$ cat src/rtl/sdq_pkg.sv
package sdq_pkg;
  localparam int SDQ_MAX_LAT = 3;
  localparam int SDQ_TAP_W   = $clog2(SDQ_MAX_LAT);

  // strobes from control to the datapath
  typedef struct packed {
    logic                 pushValid;  // capture a live read word this cycle
    logic                 flushAll;   // drop every pending read word
    logic [SDQ_TAP_W-1:0] tapSel;     // pipe stage that feeds the output
  } pipeCtl_t;
endpackage

$ cat src/rtl/sdq_ctrl.sv
module sdq_ctrl
  import sdq_pkg::*;
#(
  parameter int MinLat   = 2,
  parameter int MaxLat   = SDQ_MAX_LAT,
  parameter int ResetLat = 3,
  parameter int CodeW    = 3,
  localparam int LatW    = $clog2(MaxLat + 1)
) (
  input  logic             clk,
  input  logic             rstN,
  input  logic             modeLoad,
  input  logic [CodeW-1:0] latCode,
  input  logic             rdWordValid,
  input  logic             stopStb,
  input  logic             prechargeStb,
  input  logic             wrStb,
  output pipeCtl_t         ctl,
  output logic [LatW-1:0]  curLat
);

  logic codeOk;

  // a code's value equals the latency it selects; the rest are reserved
  always_comb codeOk = (int'(latCode) >= MinLat) && (int'(latCode) <= MaxLat);

  always_ff @(posedge clk or negedge rstN) begin
    if (!rstN)                  curLat <= LatW'(ResetLat);
    else if (modeLoad && codeOk) curLat <= LatW'(latCode);
  end

  always_comb begin
    ctl.pushValid = rdWordValid & ~stopStb & ~prechargeStb & ~wrStb;
    ctl.flushAll  = wrStb;
    ctl.tapSel    = SDQ_TAP_W'(curLat - LatW'(1));
  end

  // reserved codes leave the latency untouched
  assert_reserved_keep_R2: assert property (@(posedge clk) disable iff (!rstN)
    modeLoad && ((int'(latCode) < MinLat) || (int'(latCode) > MaxLat)) |=> $stable(curLat));

  // latency always within the legal range
  assert_lat_range_R2: assert property (@(posedge clk) disable iff (!rstN)
    (int'(curLat) >= MinLat) && (int'(curLat) <= MaxLat));

endmodule

$ cat src/rtl/sdq_datapath.sv
module sdq_datapath
  import sdq_pkg::*;
#(
  parameter int DataW    = 16,
  parameter int NumBytes = 2,
  parameter int MaxLat   = SDQ_MAX_LAT,
  parameter int MaskDly  = 2,
  localparam int LaneW   = DataW / NumBytes
) (
  input  logic                clk,
  input  logic                rstN,
  input  pipeCtl_t            ctl,
  input  logic [DataW-1:0]    rdWord,
  input  logic [NumBytes-1:0] byteMask,
  input  logic                wrStb,
  input  logic [DataW-1:0]    wrWordIn,
  output logic [DataW-1:0]    dqOut,
  output logic [NumBytes-1:0] dqOe,
  output logic [DataW-1:0]    wrWordOut,
  output logic [NumBytes-1:0] wrByteEn
);

  logic [MaxLat-1:0]   validPipe;
  logic [DataW-1:0]    dataPipe [MaxLat];
  logic [NumBytes-1:0] maskPipe [MaskDly];
  logic                tapValid;
  logic [DataW-1:0]    tapWord;
  logic [NumBytes-1:0] laneMask;

  always_ff @(posedge clk or negedge rstN) begin
    if (!rstN) begin
      validPipe <= '0;
      for (int i = 0; i < MaxLat; i++) dataPipe[i] <= '0;
      for (int i = 0; i < MaskDly; i++) maskPipe[i] <= '0;
    end else begin
      validPipe   <= ctl.flushAll ? '0 : {validPipe[MaxLat-2:0], ctl.pushValid};
      dataPipe[0] <= rdWord;
      for (int i = 1; i < MaxLat; i++) dataPipe[i] <= dataPipe[i-1];
      maskPipe[0] <= byteMask;
      for (int i = 1; i < MaskDly; i++) maskPipe[i] <= maskPipe[i-1];
    end
  end

  always_comb begin
    tapValid = validPipe[ctl.tapSel];
    tapWord  = dataPipe[ctl.tapSel];
    laneMask = maskPipe[MaskDly-1];
  end

  for (genvar b = 0; b < NumBytes; b++) begin : g_lane
    assign dqOe[b]                 = tapValid & ~laneMask[b];
    assign dqOut[b*LaneW +: LaneW] = dqOe[b] ? tapWord[b*LaneW +: LaneW] : '0;
    assign wrByteEn[b]                 = wrStb & ~byteMask[b];
    assign wrWordOut[b*LaneW +: LaneW] = wrByteEn[b] ? wrWordIn[b*LaneW +: LaneW] : '0;

    // a read mask floats its lane two edges later
    assert_read_mask_R4: assert property (@(posedge clk) disable iff (!rstN)
      byteMask[b] |=> ##1 !dqOe[b]);
  end

  // a write frees the bus on the next cycle
  assert_write_flush_R8: assert property (@(posedge clk) disable iff (!rstN)
    ctl.flushAll |=> (dqOe == '0));

endmodule

$ cat src/rtl/sdram_rdlat_pipe.sv
module sdram_rdlat_pipe
  import sdq_pkg::*;
#(
  parameter int DataW    = 16,
  parameter int NumBytes = 2,
  parameter int CodeW    = 3,
  parameter int MinLat   = 2,
  parameter int MaxLat   = SDQ_MAX_LAT,
  parameter int MaskDly  = 2,
  localparam int LatW    = $clog2(MaxLat + 1)
) (
  input  logic                clk,
  input  logic                rstN,
  input  logic                modeLoad,
  input  logic [CodeW-1:0]    latCode,
  input  logic                rdWordValid,
  input  logic [DataW-1:0]    rdWord,
  input  logic [NumBytes-1:0] byteMask,
  input  logic                stopStb,
  input  logic                prechargeStb,
  input  logic                wrStb,
  input  logic [DataW-1:0]    wrWordIn,
  output logic [DataW-1:0]    dqOut,
  output logic [NumBytes-1:0] dqOe,
  output logic [DataW-1:0]    wrWordOut,
  output logic [NumBytes-1:0] wrByteEn
);

  pipeCtl_t        ctl;
  logic [LatW-1:0] curLat;

  sdq_ctrl #(
    .MinLat(MinLat), .MaxLat(MaxLat), .ResetLat(MaxLat), .CodeW(CodeW)
  ) u_ctrl (
    .clk(clk), .rstN(rstN), .modeLoad(modeLoad), .latCode(latCode),
    .rdWordValid(rdWordValid), .stopStb(stopStb), .prechargeStb(prechargeStb),
    .wrStb(wrStb), .ctl(ctl), .curLat(curLat)
  );

  sdq_datapath #(
    .DataW(DataW), .NumBytes(NumBytes), .MaxLat(MaxLat), .MaskDly(MaskDly)
  ) u_dp (
    .clk(clk), .rstN(rstN), .ctl(ctl), .rdWord(rdWord), .byteMask(byteMask),
    .wrStb(wrStb), .wrWordIn(wrWordIn), .dqOut(dqOut), .dqOe(dqOe),
    .wrWordOut(wrWordOut), .wrByteEn(wrByteEn)
  );

  // cutoff one latency after a stop or precharge, latency 2
  assert_cut_lat2_R6: assert property (@(posedge clk) disable iff (!rstN)
    (stopStb || prechargeStb) && (curLat == LatW'(2)) |=> ##1 (dqOe == '0));

  // cutoff one latency after a stop or precharge, latency 3
  assert_cut_lat3_R7: assert property (@(posedge clk) disable iff (!rstN)
    (stopStb || prechargeStb) && (curLat == LatW'(3)) |=> ##2 (dqOe == '0));

endmodule

$ cat config.mk
export PLATFORM = sky130hd
export DESIGN_NAME = sdram_rdlat_pipe
export DESIGN_NICKNAME = d
export VERILOG_FILES = /design/src/rtl/sdq_pkg.sv /design/src/rtl/sdq_ctrl.sv /design/src/rtl/sdq_datapath.sv /design/src/rtl/sdram_rdlat_pipe.sv
export SDC_FILE = /design/constraint.sdc
export NUM_CORES = 1
export LEC_CHECK = 0
export CAP_MARGIN = 40
export CORE_MARGIN = 2
export CORE_UTILIZATION = 30
export DETAILED_ROUTE_END_ITERATION = 8
export DONT_BUFFER_PORTS = 1
export PLACE_DENSITY = 0.44
export SLEW_MARGIN = 0
export SYNTH_ARGS = -nofsm -noshare
export SYNTH_HDL_FRONTEND = slang
export SYNTH_SLANG_ARGS = --single-unit
$ cat constraint.sdc
create_clock -name clk -period 2.01 [get_ports clk]
set_clock_uncertainty 0.1 [all_clocks]
set_input_delay 0.201 -clock clk [delete_from_list [all_inputs] [get_ports clk]]
set_output_delay 0.201 -clock clk [all_outputs]
set_load 0.01 [all_outputs]
### After elaboration in Yosys (flattened, before gate mapping)

Index checks and enable logic that the tools add are counted.
W data, S select, Z words.

| operators by class | value |
|---|---|
| add/sub/neg operators | 1 |
| magnitude comparators | 4 |
| muxes and demuxes | 10 |
| bitwise logic cells | 15 |
| reductions and logical operators | 2 |

Operators with widths:

| kind | count |
|---|---|
| $bmux W16 S2 | 1 |
| $mux W16 | 2 |
| $mux W8 | 4 |
| $and A1 B1 Y1 | 7 |
| $not A1 Y1 | 7 |
| $ge A3 B2 Y1 const B | 1 |
| $ge A3 B3 Y1 const B | 1 |
| $le A3 B2 Y1 const B | 1 |
| $lt A2 B3 Y1 const B | 1 |
| $mux W3 | 1 |
| $not A2 Y3 | 1 |
| $bmux W1 S2 | 1 |
| $logic_and A1 B1 Y1 | 2 |
| $sub A2 B1 Y2 const B | 1 |
| $mux W1 | 1 |

| word-level totals | value |
|---|---|
| register bits | 57 |
| input port bits | 44 |
| output and inout bits | 36 |

### Longest topological paths before layout

| logic depth | value |
|---|---|
| word-level depth | 6 |
| gate-level depth with buffers | 5 |
| depth with buffers taken out | 3 |

### Hierarchy

A second synthesis with hierarchy kept.

| second synthesis, totals | value |
|---|---|
| cells, all modules | 151 |
| area total of the unflattened synthesis | 2168.3 um^2 |

By module, submodules not included:

| module | instances | cells an instance | area each (um^2) | seq. area each (um^2) |
|---|---|---|---|---|
| sdq_datapath | 1 | 142 | 2044.5 | 1376.3 |
| sdq_ctrl | 1 | 9 | 123.9 | 52.6 |

### Least setup slack after synthesis

No wires, ideal clock.

| timing | value |
|---|---|
| kind | flip-flop to output port |
| from | reg u_ctrl.curLat[0] |
| to | out dqOut[0] |
| arrival time | 1336 ps |
| required time | 1709 ps |
| path slack | 373 ps |
| cell stages (with the launch flop) | 6 |
| buffers on the path | 2 |
| path through | dfstp_2 > clkbuf_1 > a21oi_1 > a211o_1 > buf_6 > a21oi_2 |

| between the ends | value |
|---|---|
| longest elaborated chain between the ends | 6 |
| elaborated cells between the ends (all ways) | 9 |
| classes of those cells | add/sub (1); mux (6); bitwise (2) |

Ends and longest elaborated chain:

| element | line | RTL |
|---|---|---|
| from (decl) | sdq_ctrl.sv:19 | `output logic [LatW-1:0] curLat` |
| from (signal assigned) | sdq_ctrl.sv:28 | `if (!rstN) curLat <= LatW'(ResetLat);` |
| from (signal assigned) | sdq_ctrl.sv:29 | `else if (modeLoad && codeOk) curLat <= LatW'(latCode);` |
| $sub A2 B1 Y2 (*) | sdq_ctrl.sv:35 | `ctl.tapSel = SDQ_TAP_W'(curLat - LatW'(1));` |
| $not A2 Y3 (not written as such) | sdq_datapath.sv:46 | `tapWord = dataPipe[ctl.tapSel];` |
| $bmux W16 S2 | sdq_datapath.sv:46 |  |
| $mux W16 (not written as such) (2 in series) | sdq_datapath.sv:46 |  |
| $mux W8 (*) | sdq_datapath.sv:52 | `assign dqOut[b*LaneW +: LaneW] = dqOe[b] ? tapWord[b*LaneW +: LaneW] : '0;` |
| to (decl) | sdram_rdlat_pipe.sv:23 | `output logic [DataW-1:0] dqOut,` |

Every way passes the cells marked *; elsewhere a longest branch is shown, timed or not. The select of a mux whose other input is x is not followed.

### Worst setup path in the final report

| timing | value |
|---|---|
| from | reg u_ctrl.curLat[1] |
| to | out dqOe[0] |

| between the ends | value |
|---|---|
| longest elaborated chain between the ends | 4 |

Ends and longest elaborated chain:

| element | line | RTL |
|---|---|---|
| $sub A2 B1 Y2 | sdq_ctrl.sv:35 |  |
| $bmux W1 S2 | sdq_datapath.sv:45 | `tapValid = validPipe[ctl.tapSel];` |
| $mux W1 (not written as such) | sdq_datapath.sv:45 |  |
| $and A1 B1 Y1 | sdq_datapath.sv:51 | `assign dqOe[b] = tapValid & ~laneMask[b];` |
| to (decl) | sdram_rdlat_pipe.sv:24 | `output logic [NumBytes-1:0] dqOe,` |

No other way between the ends. The select of a mux whose other input is x is not followed.

==> impl_metrics.env <==
export IMPL_run_status="complete, no violations"
export IMPL_clk_insertion_delay_late_ns=0.33
export IMPL_rsz0062_at_grt="yes"
export IMPL_worstMarginPinSlew_ns=0.542
export IMPL_wire_length_of_the_first_global_routing_pass_um=6800
export IMPL_antenna_cells=0
export IMPL_seq_area_frac_synth_pct=64.9
export IMPL_finalNonFillerCells=301
export IMPL_cp_required_ns=1.71
export IMPL_grt_antenna_before_repair=0
export IMPL_static_leakage_power_nw=1.20
export IMPL_cts_sink_count=57
export IMPL_routed_wire_length_per_instance_um=16.2
export IMPL_synthCells=163
export IMPL_post_synth_adder_cell_area_pct=0
export IMPL_holdWs_ns=0.0679
export IMPL_synth_fp_nets=207
export IMPL_final_hold_violation_count=0
export IMPL_synth_warnings=0
export IMPL_cts_buffers=9
export IMPL_cts_root_buf="clkbuf_8"
export IMPL_initial_cell_density_of_the_core_pct=30.7
export IMPL_dp_hpwl_um=2840
export IMPL_synth_top_cell_by_area="dfrtp_1"
export IMPL_design_portCount=80
export IMPL_synth_xor_area_share_pct=0
export IMPL_global_route_overflow_total=0
export IMPL_rows=31
export IMPL_setup_violations=0
export IMPL_ys_top_cells_by_count="55 x dfrtp_1, 17 x mux2_2, 17 x nand3b_1"
export IMPL_share_of_post_route_cells_with_drive_strength_above_1_pct=31.7
export IMPL_max_cap_check_violation_count=0
export IMPL_synth_top_cells_by_area="dfrtp_1 63%, mux2_2 8.7%, a21oi_2 6.4%"
export IMPL_portion_of_netlist_area_occupied_by_mux_cells_pct=9.15
export IMPL_synthToLayoutAreaGrowth_pct=31.0
export IMPL_dieWidth_um=89.7
export IMPL_drc=0
export IMPL_design_die_area_mm2=0.00804
export IMPL_clk_transition_reported_paths_ns=0.06
export IMPL_rd_place_congestion=0.618
export IMPL_critPathArrivalTime_ns=1.67
export IMPL_route_vias_total=1360
export IMPL_synth_seq_cells=57
export IMPL_timing_setup_critical_path_class="flip-flop to output port"
export IMPL_ffs_w_async_s_r_synth_pct=100
export IMPL_yosys_most_used_dff="dfrtp_1"
export IMPL_cts_max_path_buffers=2
export IMPL_tritoncts="yes"
export IMPL_core_region_area_mm2=0.00718
export IMPL_cp_start_kind="flip-flop"
export IMPL_synth_simple_gate_area_share_pct=14.9
export IMPL_die_h_um=89.7
export IMPL_yosys_cell_types_count=19
export IMPL_synthDominantCellAreaShare_pct=62.5
export IMPL_place_detailed_instances=253
export IMPL_grtUsageTotal_pct=11.8
export IMPL_pin_count_of_the_biggest_net_entering_global_routing=58
export IMPL_wl_um=4860
export IMPL_finalCriticalPeriod_ns=1.97
export IMPL_layout_core_utilization_pct=40.2
export IMPL_final_period_utilization_pct=98.1
export IMPL_synthesis_area_per_instance_um2=13.5
export IMPL_postRouteAntennaNets=0
export IMPL_cts_max_level=3
export IMPL_drt_iter0_drc=95
export IMPL_dominant_combinational_cell_family_by_area_after_synthesis="simple AND/OR/NAND/NOR gates"
export IMPL_detail_route_first_pass_iterations=3
export IMPL_achievable_frequency_mhz=507
export IMPL_post_synth_edffs=0
export IMPL_synth_compound_area_share_pct=7.39
export IMPL_post_drt_via_cell_ratio=4.52
export IMPL_critical_path_max_fanout=5
export IMPL_critPathCaptureType="output port"
export IMPL_powerDensity_mw_per_mm2=928
export IMPL_io_buffers=0
export IMPL_ff2ff_setup_slack_ns=0.72
export IMPL_timing_hold_worst_class="input port to flip-flop"
export IMPL_timing_slew_headroom_pct=63.8
export IMPL_synth_cell_area_mm2=0.00220
export IMPL_final_nets=241
export IMPL_grt_pass1_vias=1363
export IMPL_timing_max_transition_violations_final=0
export IMPL_synth_most_common_cell="dfrtp_1"
export IMPL_irDropWorstVdd_mv=0.510
per-layer routing:
| metal | wire length, µm | GRT usage [%] |
|---|---|---|
| met4 | 41 | 4.07 |
| met3 | 345 | 6.49 |
| met1 | 2140 | 14.2 |
| met2 | 2330 | 18.1 |
| met5 | 0 | 0 |
registers in the layout (all words and copies together), names as in the netlist:
signal          count
u_ctrl.curLat       2
u_dp.laneMask       2
u_dp.validPipe      3
u_dp.dataPipe      48
u_dp.maskPipe       2
area by class of cell:
class / count / area, µm²
fill: 696 / 4290
sequential: 57 / 1430
multi-input combinational: 94 / 756
timing repair buffer: 33 / 360
clock buffer: 14 / 173
tap: 99 / 124
clock inverter: 2 / 35.0
inverter: 2 / 7.51
worst max-delay path, cell delays in order, from the launching register on:
cell	delay (ns)
dfstp_2	0.63
mux2i_4	0.32
a211o_2	0.27
inv_1	0.11
stage by stage:
stage	instance area [µm²]	TNS, ns	power, mW	setup slack [ns]
2_1_floorplan	2200	0	1.45	0.373
3_3_place_gp	2270	0	1.48	0.236
3_5_place_dp	2270	0	1.49	0.164
4_1_cts	2770	-0.603	2.69	-0.0551
5_1_grt	2880	-0.413	2.81	-0.0362
6_report	2880	0	2.68	0.0386
cell families (layout without fill, tap and decap cells):
kind of cell    after synthesis  after routing
simple gates                 55             55
buf+inv                      14             51
compound gates               19             21
flops                        57             57
mux                          18             18
what timing repair did:
| action | in CTS | in global routing |
|---|---|---|
| hold endpoints to repair | 80 | 0 |
| buffers inserted | 0 | 3 |
| cloned | 0 | 3 |
| hold buffers | 26 | 0 |
| pin swaps | 0 | 4 |
| setup endpoints to repair | 18 | 18 |
| gates resized for setup | 4 | 8 |
where the power goes:
group          leakage [nW]  switching (mW)  internal, mW
registers             0.668          0.0328          1.21
logic                 0.422           0.185         0.139
clock network         0.107           0.436         0.673
placed cells by master (no fill, tap or decap), drive strengths merged, types with 2 or more instances in the layout:
cell type / n
inv: 2
dlygate4sd3: 25
dfrtp: 55
buf: 7
clkbuf: 15
mux2: 17
a211o: 4
nor2b: 4
nand2: 16
and2: 16
a21oi: 17
nand3b: 17
dfstp: 2
worst paths after layout:
check,startpoint,end,cells after the start
worst max-delay path,u_ctrl.curLat[1],dqOe[0],3
worst min-delay path,modeLoad,u_ctrl.curLat[0],2
worst max register to register,u_ctrl.curLat[0],u_ctrl.curLat[0],2
worst min register to register,u_dp.maskPipe[2],u_dp.laneMask[0],0
max in group asynchronous,rstN,u_ctrl.curLat[0],2
min in group asynchronous,rstN,u_dp.dataPipe[42],2
Note: power is estimated with default switching activity, not from simulation.
